--- src/rtl/shmbox_pkg.sv ---
package shmbox_pkg;
  localparam int unsigned ADDR_W   = 12;
  localparam int unsigned WORD_W   = 32;
  localparam int unsigned FLAG_BIT = 31;
  localparam int unsigned BOX_MAX  = 8;
  localparam int unsigned LINE_MAX = 16;
  localparam int unsigned STAT_W   = 2 * BOX_MAX;

  localparam logic [ADDR_W-1:0] LINE_EN_BASE = 12'h100;
  localparam logic [ADDR_W-1:0] STATUS_ADDR  = 12'h304;
  localparam logic [ADDR_W-1:0] CAP_ADDR     = 12'h380;

  typedef enum logic [2:0] {
    SEL_NONE,
    SEL_SLOT,
    SEL_LINE,
    SEL_STATUS,
    SEL_CAP
  } sel_e;

  typedef struct packed {
    sel_e       sel;
    logic [2:0] slot;
    logic [1:0] field;
    logic [3:0] line;
  } dec_t;

  function automatic dec_t decode(input logic [ADDR_W-1:0] a,
                                  input int unsigned nbox,
                                  input int unsigned nline);
    dec_t d;
    d.sel   = SEL_NONE;
    d.slot  = a[7:5];
    d.field = a[3:2];
    d.line  = a[5:2];
    if (a[1:0] == 2'b00) begin
      if (a < ADDR_W'(nbox * 32)) begin
        if (a[4:2] <= 3'd2) d.sel = SEL_SLOT;
      end else if ((a >= LINE_EN_BASE) && (a < LINE_EN_BASE + ADDR_W'(nline * 4))) begin
        d.sel = SEL_LINE;
      end else if (a == STATUS_ADDR) begin
        d.sel = SEL_STATUS;
      end else if (a == CAP_ADDR) begin
        d.sel = SEL_CAP;
      end
    end
    return d;
  endfunction
endpackage

--- src/rtl/shmbox_slot.sv ---
module shmbox_slot #(
  parameter bit PER_BOX_IE = 1'b1
) (
  input  logic                         clk,
  input  logic                         rst_n,
  input  logic                         word_we,
  input  logic                         ief_we,
  input  logic                         iee_we,
  input  logic [shmbox_pkg::WORD_W-1:0] wdata,
  output logic [shmbox_pkg::WORD_W-1:0] word_q,
  output logic                         gate_full,
  output logic                         gate_empty,
  output logic                         ief_rd,
  output logic                         iee_rd
);
  logic [shmbox_pkg::WORD_W-1:0] word_d;

  always_comb begin
    word_d = word_q;
    if (word_we) word_d = wdata;
  end

  always_ff @(posedge clk or negedge rst_n) begin
    if (!rst_n)       word_q <= '0;
    else if (word_we) word_q <= word_d;
  end

  if (PER_BOX_IE) begin : g_gates
    logic ief_q, iee_q;

    always_ff @(posedge clk or negedge rst_n) begin
      if (!rst_n)      ief_q <= 1'b0;
      else if (ief_we) ief_q <= wdata[0];
    end

    always_ff @(posedge clk or negedge rst_n) begin
      if (!rst_n)      iee_q <= 1'b0;
      else if (iee_we) iee_q <= wdata[0];
    end

    assign gate_full  = ief_q;
    assign gate_empty = iee_q;
    assign ief_rd     = ief_q;
    assign iee_rd     = iee_q;
  end else begin : g_open
    logic unused_gate_we;
    assign unused_gate_we = ief_we ^ iee_we;
    assign gate_full  = 1'b1;
    assign gate_empty = 1'b1;
    assign ief_rd     = 1'b0;
    assign iee_rd     = 1'b0;
  end
endmodule

--- src/rtl/shmbox_irq_agg.sv ---
module shmbox_irq_agg #(
  parameter int unsigned NUM_BOX  = 4,
  parameter int unsigned NUM_LINE = 2
) (
  input  logic                                            clk,
  input  logic                                            rst_n,
  input  logic [NUM_BOX-1:0]                              full_vec,
  input  logic [NUM_BOX-1:0]                              gate_full,
  input  logic [NUM_BOX-1:0]                              gate_empty,
  input  logic [NUM_LINE-1:0]                             en_we,
  input  logic [shmbox_pkg::STAT_W-1:0]                   wdata,
  output logic [shmbox_pkg::STAT_W-1:0]                   status,
  output logic [NUM_LINE-1:0][shmbox_pkg::STAT_W-1:0]     line_en,
  output logic [NUM_LINE-1:0]                             irq
);
  import shmbox_pkg::*;

  localparam logic [BOX_MAX-1:0] BOX_MASK   = BOX_MAX'((1 << NUM_BOX) - 1);
  localparam logic [STAT_W-1:0]  VALID_MASK = {BOX_MASK, BOX_MASK};

  logic [STAT_W-1:0] gated;

  for (genvar i = 0; i < BOX_MAX; i++) begin : g_bit
    if (i < NUM_BOX) begin : g_live
      assign status[i]           = ~full_vec[i];
      assign status[BOX_MAX + i] = full_vec[i];
      assign gated[i]            = ~full_vec[i] & gate_empty[i];
      assign gated[BOX_MAX + i]  = full_vec[i] & gate_full[i];
    end else begin : g_pad
      assign status[i]           = 1'b0;
      assign status[BOX_MAX + i] = 1'b0;
      assign gated[i]            = 1'b0;
      assign gated[BOX_MAX + i]  = 1'b0;
    end
  end

  for (genvar n = 0; n < NUM_LINE; n++) begin : g_line
    logic [STAT_W-1:0] en_d;

    always_comb begin
      en_d = line_en[n];
      if (en_we[n]) en_d = wdata & VALID_MASK;
    end

    always_ff @(posedge clk or negedge rst_n) begin
      if (!rst_n)         line_en[n] <= '0;
      else if (en_we[n])  line_en[n] <= en_d;
    end

    assign irq[n] = |(gated & line_en[n]);
  end
endmodule

--- src/rtl/shmbox_hub.sv ---
module shmbox_hub #(
  parameter int unsigned NUM_BOX        = 4,
  parameter int unsigned NUM_LINE       = 2,
  parameter bit          PER_BOX_IE     = 1'b1,
  parameter int unsigned CAP_SEM_SHARED = 3,
  parameter int unsigned CAP_SEM_ARB    = 2,
  parameter int unsigned CAP_DOORBELL   = 5
) (
  input  logic                          clk,
  input  logic                          rst_n,
  input  logic                          wr_en,
  input  logic [shmbox_pkg::ADDR_W-1:0] wr_addr,
  input  logic [shmbox_pkg::WORD_W-1:0] wr_data,
  input  logic                          rd_en,
  input  logic [shmbox_pkg::ADDR_W-1:0] rd_addr,
  output logic [shmbox_pkg::WORD_W-1:0] rd_data,
  output logic [NUM_LINE-1:0]           irq
);
  import shmbox_pkg::*;

  localparam logic [WORD_W-1:0] CAP_WORD = {12'h000, 4'(NUM_LINE), 4'(CAP_DOORBELL),
                                            4'(CAP_SEM_ARB), 4'(CAP_SEM_SHARED), 4'(NUM_BOX)};

  // reset: asserted asynchronously, released on a clock edge
  logic rst_meta, rst_int_n;
  always_ff @(posedge clk or negedge rst_n) begin
    if (!rst_n) begin
      rst_meta  <= 1'b0;
      rst_int_n <= 1'b0;
    end else begin
      rst_meta  <= 1'b1;
      rst_int_n <= rst_meta;
    end
  end

  dec_t wdec, rdec;
  assign wdec = decode(wr_addr, NUM_BOX, NUM_LINE);
  assign rdec = decode(rd_addr, NUM_BOX, NUM_LINE);

  logic wr_slot_hit;
  assign wr_slot_hit = wr_en && (wdec.sel == SEL_SLOT);

  logic [BOX_MAX-1:0][WORD_W-1:0] word_arr;
  logic [BOX_MAX-1:0]             ief_arr, iee_arr;
  logic [NUM_BOX-1:0]             full_vec, gfull, gempty;

  for (genvar i = 0; i < BOX_MAX; i++) begin : g_slot
    if (i < NUM_BOX) begin : g_live
      logic hit;
      assign hit = wr_slot_hit && (wdec.slot == 3'(i));

      shmbox_slot #(.PER_BOX_IE(PER_BOX_IE)) u_slot (
        .clk        (clk),
        .rst_n      (rst_int_n),
        .word_we    (hit && (wdec.field == 2'd0)),
        .ief_we     (hit && (wdec.field == 2'd1)),
        .iee_we     (hit && (wdec.field == 2'd2)),
        .wdata      (wr_data),
        .word_q     (word_arr[i]),
        .gate_full  (gfull[i]),
        .gate_empty (gempty[i]),
        .ief_rd     (ief_arr[i]),
        .iee_rd     (iee_arr[i])
      );
      assign full_vec[i] = word_arr[i][FLAG_BIT];
    end else begin : g_pad
      assign word_arr[i] = '0;
      assign ief_arr[i]  = 1'b0;
      assign iee_arr[i]  = 1'b0;
    end
  end

  logic [NUM_LINE-1:0]             line_we;
  logic [STAT_W-1:0]               status_w;
  logic [NUM_LINE-1:0][STAT_W-1:0] line_en_w;

  for (genvar n = 0; n < NUM_LINE; n++) begin : g_lwe
    assign line_we[n] = wr_en && (wdec.sel == SEL_LINE) && (wdec.line == 4'(n));
  end

  shmbox_irq_agg #(.NUM_BOX(NUM_BOX), .NUM_LINE(NUM_LINE)) u_agg (
    .clk        (clk),
    .rst_n      (rst_int_n),
    .full_vec   (full_vec),
    .gate_full  (gfull),
    .gate_empty (gempty),
    .en_we      (line_we),
    .wdata      (wr_data[STAT_W-1:0]),
    .status     (status_w),
    .line_en    (line_en_w),
    .irq        (irq)
  );

  logic [LINE_MAX-1:0][STAT_W-1:0] line_pad;
  for (genvar n = 0; n < LINE_MAX; n++) begin : g_lpad
    if (n < NUM_LINE) begin : g_live
      assign line_pad[n] = line_en_w[n];
    end else begin : g_zero
      assign line_pad[n] = '0;
    end
  end

  logic [WORD_W-1:0] rd_next;
  always_comb begin
    rd_next = '0;
    case (rdec.sel)
      SEL_SLOT: begin
        case (rdec.field)
          2'd0:    rd_next = word_arr[rdec.slot];
          2'd1:    rd_next = {31'b0, ief_arr[rdec.slot]};
          2'd2:    rd_next = {31'b0, iee_arr[rdec.slot]};
          default: rd_next = '0;
        endcase
      end
      SEL_LINE:   rd_next = {16'b0, line_pad[rdec.line]};
      SEL_STATUS: rd_next = {16'b0, status_w};
      SEL_CAP:    rd_next = CAP_WORD;
      default:    rd_next = '0;
    endcase
  end

  always_ff @(posedge clk or negedge rst_int_n) begin
    if (!rst_int_n)  rd_data <= '0;
    else if (rd_en)  rd_data <= rd_next;
  end
endmodule

--- config.mk ---
export PLATFORM = sky130hd
export DESIGN_NAME = shmbox_hub
export DESIGN_NICKNAME = d
export VERILOG_FILES = /design/src/rtl/shmbox_pkg.sv /design/src/rtl/shmbox_slot.sv /design/src/rtl/shmbox_irq_agg.sv /design/src/rtl/shmbox_hub.sv
export SDC_FILE = /design/constraint.sdc
export NUM_CORES = 1
export LEC_CHECK = 0
export BUFFER_PORTS_ARGS = -buffer_cell sky130_fd_sc_hd__buf_4
export CAP_MARGIN = 40
export CORE_ASPECT_RATIO = 0.6
export CORE_MARGIN = 2
export CORE_UTILIZATION = 35
export CTS_CLUSTER_SIZE = 24
export DETAILED_ROUTE_END_ITERATION = 16
export GPL_ROUTABILITY_DRIVEN = 0
export GPL_TIMING_DRIVEN = 1
export PLACE_DENSITY = 0.63
export SKIP_CTS_REPAIR_TIMING = 1
export SLEW_MARGIN = 20
export SYNTH_ARGS = -nofsm -noshare
export SYNTH_HDL_FRONTEND = slang
export SYNTH_HIERARCHICAL = 1
export SYNTH_SLANG_ARGS = --single-unit
--- constraint.sdc ---
create_clock -name clk -period 15.1 [get_ports clk]
set_clock_uncertainty 0.1 [all_clocks]
set_input_delay 1.51 -clock clk [delete_from_list [all_inputs] [get_ports clk]]
set_output_delay 1.51 -clock clk [all_outputs]
set_load 0.1 [all_outputs]
# [After elaboration in Yosys (flattened, before gate mapping)]
# Cells that the tools add are included.
[totals] wordCells=111 inputBits=60 regBits=186 out_inout_bits=34
[classes] reduce_logical=30 n_bitwise=14 muxes=22 n_lt_le_gt_ge=10 n_eq_ne=18
[ops] cell="32-bit case mux with 4 select lines" count=1
[ops] cell="32-bit binary-select mux with 3-bit select" count=1
[ops] cell="32-bit case mux with 3 select lines" count=1
[ops] cell="16-bit binary-select mux with 4-bit select" count=1
[ops] cell="12-bit by 10-bit equality test with 1-bit output, second input constant" count=4
[ops] cell="32-bit 2-to-1 mux" count=1
[ops] cell="16-bit OR reduction" count=2
[ops] cell="3-bit 2-to-1 mux" count=10
[ops] cell="12-bit AND" count=2
[ops] cell="12-bit by 9-bit greater-or-equal comparator with 1-bit output, second input constant" count=2
[ops] cell="12-bit by 8-bit < comparator with 1-bit output, second input constant" count=2
[ops] cell="12-bit by 9-bit < comparator with 1-bit output, second input constant" count=2
[ops] cell="1-bit logical AND" count=22
[ops] cell="16-bit 2-to-1 mux" count=1
[ops] cell="3-bit by 2-bit equality test with 1-bit output, second input constant" count=5
[ops] cell="3-bit by 1-bit equality test with 1-bit output, second input constant" count=3
[ops] cell="1-bit AND" count=8
[ops] cell="2-bit zero test" count=4
[ops] cell="1-bit binary-select mux with 3-bit select" count=2
[ops] cell="3-bit by 2-bit less-or-equal comparator with 1-bit output, second input constant" count=2
[ops] cell="4-bit by 5-bit < comparator with 1-bit output, second input constant" count=1
[ops] cell="2-bit by 1-bit equality test with 1-bit output, second input constant" count=2
[ops] cell="2-bit equality test, second input constant" count=2
[ops] cell="4-bit by 1-bit equality test with 1-bit output, second input constant" count=1
[ops] cell="other kinds (6)" count=12

# [Longest topological paths before layout]
[depth] word_depth=10 depth_mapped=8 depth_no_buf=6

# [Hierarchy]
# The synthesis kept the hierarchy.
[modules_own_cells] module="shmbox_slot" area_per_inst_um2=1432.6 n_inst=4 cells_each=74 seq_area_each_um2=850.8
[modules_own_cells] module="shmbox_hub" area_per_inst_um2=2862.7 n_inst=1 cells_each=276 seq_area_each_um2=850.8
[modules_own_cells] module="shmbox_irq_agg" area_per_inst_um2=1007.2 n_inst=1 cells_each=83 seq_area_each_um2=400.4

# [Worst setup path before layout]
# No wires, ideal clock.
[synth_timing] kind="input to register" startpoint="in wr_addr[10] (netlist name)" endpoint="reg g_slot[0].g_live.u_slot/word_q[0] (netlist name)" setup_time_ns=0.125 path_stages=8 slack_ns=11.570 path_buffers=2 t_arrival_ns=3.305 required_time_ns=14.875 path_cell_list="nor4b_1 -> nand2_1 -> a211o_1 -> or3_1 -> nor3_1 -> buf_6 -> buf_12 -> mux2_4"
[synth_between] elab_chain_len=10 word_cells_on_any_way=15 classes_between="3 x order compare; 3 x eq/ne; 5 x mux; 4 x reduce/logical"
[synth_lines] item="start: declaration" line_no="shmbox_hub.sv:12" text="input logic [shmbox_pkg::ADDR_W-1:0] wr_addr,"
[synth_lines] item="parallel branches: the longest is 4 deep, another holds 12-bit by 9-bit greater-or-equal comparator with 1-bit output"
[synth_lines] item="3-bit 2-to-1 mux (*)" line_no="shmbox_pkg.sv:37" text="if (a < ADDR_W'(nbox * 32)) begin"
[synth_lines] item="3-bit 2-to-1 mux (*)" line_no="shmbox_pkg.sv:36" text="if (a[1:0] == 2'b00) begin"
[synth_lines] item="3-bit by 1-bit equality test with 1-bit output (*)" line_no="shmbox_hub.sv:41" text="assign wr_slot_hit = wr_en && (wdec.sel == SEL_SLOT);"
[synth_lines] item="1-bit logical AND (*)" line_no="shmbox_hub.sv:41"
[synth_lines] item="1-bit logical AND (*)" line_no="shmbox_hub.sv:50" text="assign hit = wr_slot_hit && (wdec.slot == 3'(i));"
[synth_lines] item="1-bit logical AND (*)" line_no="shmbox_hub.sv:55" text=".word_we (hit && (wdec.field == 2'd0)),"
[synth_lines] item="end signal: assignment" line_no="shmbox_slot.sv:25" text="else if (word_we) word_q <= word_d;"
[synth_lines] item="end: declaration" line_no="shmbox_slot.sv:10" text="output logic [shmbox_pkg::WORD_W-1:0] word_q,"
# Mark *: on every way between the ends.
# A chain may end at the register's enable or synchronous reset.

# [Final worst setup path]
[layout_timing] startpoint="in wr_addr[10] (netlist name)" endpoint="reg g_slot[2].g_live.u_slot/word_q[31] (netlist name)"
[layout_between] elab_chain_len=10 word_cells_on_any_way=15 classes_between="3 x order compare; 3 x eq/ne; 5 x mux; 4 x reduce/logical"
[layout_lines] item="parallel branches: the longest is 4 deep, another holds 12-bit by 9-bit greater-or-equal comparator with 1-bit output"
[layout_lines] item="3-bit 2-to-1 mux (*)" line_no="shmbox_pkg.sv:37"
[layout_lines] item="3-bit 2-to-1 mux (*)" line_no="shmbox_pkg.sv:36"
[layout_lines] item="3-bit by 1-bit equality test with 1-bit output (*)" line_no="shmbox_hub.sv:41"
[layout_lines] item="1-bit logical AND (*)" line_no="shmbox_hub.sv:41"
[layout_lines] item="1-bit logical AND (*)" line_no="shmbox_hub.sv:50"
[layout_lines] item="1-bit logical AND (*)" line_no="shmbox_hub.sv:55"
[layout_lines] item="end signal: assignment" line_no="shmbox_slot.sv:25"
[layout_lines] item="end: declaration" line_no="shmbox_slot.sv:10"
# Marked as above.

==> flow_summary.toml <==
[outcome]
outcome = "finished, final reports clean"

[final_layout]
stdcell_area_um2 = 10900
post-route-util_pct = 40.8
insertedDiodeCount = 0
finished_layout_cells = 1099
drive_gt1_share_pct = 47.0
layout-area-overhead-vs-synth_pct = 13.4
num-nets-final = 786

[critical_path]
critical_path.cell_chain = "buf_4, nor4b_1, nand2_1, a211oi_1, nand3b_1, nor3_4, buf_4, mux2_2"
worst-endpoint-arrival_ps = 4210
slowest_delay_ps = 610
cp_max_stage_cell = "nor3_4"
worst_setup_path_end_kind = "register"
cp-start-kind = "input port"
crit_top_cell = "buf_4"
crit_fanout = 23
cp.required_ps = 15320
setup.worst_path.class = "input port to register"

[place]
placed_cells = 1065
place_worst_setup_slack_ps = 10650
dp.final_hpwl_um = 14400
cell_area_reported_after_detailed_placement_um2 = 10300
place.port_buffers = 93

[synthesis]
post_synth_xor_area_fraction_pct = 0
synth_fa_ha_area_share_pct = 0
netlist.top_cell.by_area = "dfrtp_1"
synth_compound_area_share_pct = 4.95
syn_area_um2 = 9600
synth_seq_cells = 186
synth_ff_type = "dfrtp_1"
proportion_of_synthesized_chip_area_in_sequential_cells_pct = 48.5
asyncSetResetFlopFracSynth_pct = 100
dominant_combinational_cell_family_by_area_after_synthesis = "multiplexers"
synth.top_cells.by_area = "dfrtp_1 48%, mux2_4 21%, mux4_2 8.0%"
synthesis.instances = 655
synth-edff-count = 0
yosysUniqueCellTypes = 48
synthMuxAreaShare_pct = 33.0
synth.yosys.warnings = 6
synthSimpleGateAreaFrac_pct = 5.51
post_synth.cell_area_avg_um2 = 14.7
synth_largest_type_area_fraction_pct = 48.5

[clock_network]
clock_tree.buffer_depth = 2
cts_made_buffers = 17
clock_tree_from_tritoncts = "done"
clk_latency_ps = 440
htreeDepth = 4
cell_at_the_root_of_the_clock_tree = "clkbuf_16"
clk_pin_slew_worst_paths_ps = 60
clock_sink_count = 186

[die]
coreArea_um2 = 26700
fp-row-count = 46
pin_count = 94
start_util_pct = 35.9
die-area_um2 = 28800
fp.dieW_um = 218
die_h_um = 132

[timing]
fin_worst_hold_slack_ps = 251
finalWorstPathRequiredPeriod_ps = 3990
max-slew-margin-rel_pct = 49.7
period_share_pct = 26.4
setup_violations = 0
slew_violations = 0
totalNegativeSetupSlack_ps = 0
worst_pin_slew_ps = 754
maxClockFrequency_mhz = 251
setup_slack_ps = 11110
unrepaired_setup_endpoints_after_global_routing = "no"
final_hold_viol_count = 0

[grt]
global_route.usage.total_pct = 16.3
global_route_wire_length_before_repair_um = 35500
pin_count_of_the_biggest_net_entering_global_routing = 66
first_global_vias = 5715
grt_busiest_layer = "met1"
antenna_found_initial = 0
globalRouteMet1Util_pct = 25.6
globalRouteMet2Util_pct = 22.2
total_gr_overflow = 0
grtUsageMet3_pct = 3.90

[pwr]
ir_worst_vdd_mv = 0.0682
power-per-cell-area_nw_per_um2 = 94.9
design_power_total_mw = 1.03
cellLeakagePower_nw = 4.95

[routing]
drt-pass1-iter-count = 5
drc = 0
routedWlPerCell_um = 20.3
route.final.wire_length_um = 22300
detail-route-antenna-nets = 0
vias_per_cell = 5.03
drt-initial-drc-count = 518
vias = 5531

[job]
cap_viol_max_count = 0

[hold_path]
hold_path.class = "register to register"
## sequential cells by signal, indices dropped and copies added, names as in the netlist
register	count
rd_data	32
rst_meta	1
rst_int_n	1
g_slot.g_live.u_slot/gate_full	4
g_slot.g_live.u_slot/gate_empty	4
u_agg/line_en	16
g_slot.g_live.u_slot/word_q	128
## worst paths after layout
| check | cells past startpoint | slack [ps] | endpoint | start |
|---|---|---|---|---|
| min reg2reg | 0 | 250 | rst_int_n$_DFF_PN0_ | rst_meta$_DFF_PN0_ |
| min | 0 | 250 | rst_int_n$_DFF_PN0_ | rst_meta$_DFF_PN0_ |
| max in group asynchronous | 3 | 12640 | g_slot[0].g_live.u_slot/word_q[11]$_DFFE_PN0P_ | rst_int_n$_DFF_PN0_ |
| max reg2reg | 3 | 12640 | g_slot[0].g_live.u_slot/word_q[11]$_DFFE_PN0P_ | rst_int_n$_DFF_PN0_ |
| max | 8 | 11110 | g_slot[2].g_live.u_slot/word_q[31]$_DFFE_PN0P_ | wr_addr[10] |
| min in group asynchronous | 0 | 280 | g_slot[1].g_live.u_slot/word_q[6]$_DFFE_PN0P_ | rst_int_n$_DFF_PN0_ |
## critical path: cells and delay by family
family | cells | cell delay (ps)
AND/OR/NAND/NOR | 4 | 1350
buffers and inverters | 2 | 680
multiplexers | 1 | 400
AO/OA/AOI/OAI | 1 | 250
## placed cells by master (no fill, tap or decap), drive strengths merged, types with 12 or more instances in the layout
cell      n
nor2     28
dfrtp   186
nand3    20
clkbuf   24
conb     25
buf     107
o21ai    16
nand2    12
mux4     34
mux2    167
inv      19
## area by class of cell
cell class | instances | area [µm²]
Clock buffer | 24 | 472
Clock inverter | 8 | 93.8
Fill cell | 2530 | 15800
Inverter | 20 | 75.1
Multi-Input combinational cell | 394 | 4310
Sequential cell | 186 | 4660
Tap cell | 360 | 450
Timing Repair Buffer | 107 | 836
## routing by layer
metal	up-vias	wire length, µm
li1	2477	-
met2	128	9370
met5	-	0
met3	11	1160
met1	2915	11600
met4	0	147
## cell usage after synthesis (2+ instances only)
cell type	count
dfrtp_1	186
mux2_4	136
buf_4	36
mux4_2	34
mux2_2	31
nor2_1	28
nand3_1	20
inv_1	19
o21ai_1	15
clkbuf_1	14
buf_12	12
nand2_1	12
a22oi_1	11
a21oi_1	9
a222oi_1	8
a31oi_1	8
buf_6	8
a21o_1	7
buf_2	7
nor2b_1	6
nor3_1	6
a32oi_1	4
nand4_1	4
and2_1	3
nand2b_1	3
nor4_1	3
conb_1	2
nand3b_1	2
nor3b_1	2
## report_power, final
group          total, mW  switching, mW  internal (mW)
Combinational     0.0831         0.0565         0.0266
Sequential         0.509        0.00571          0.503
Clock              0.442          0.190          0.252
Total               1.03          0.252          0.781
## cell families after synthesis
group	count (synthesis)
other	2
flip-flops	186
multiplexers	202
AO/OA/AOI/OAI	69
buffers and inverters	98
AND/OR/NAND/NOR	98
(Power assumes the default switching activity.)
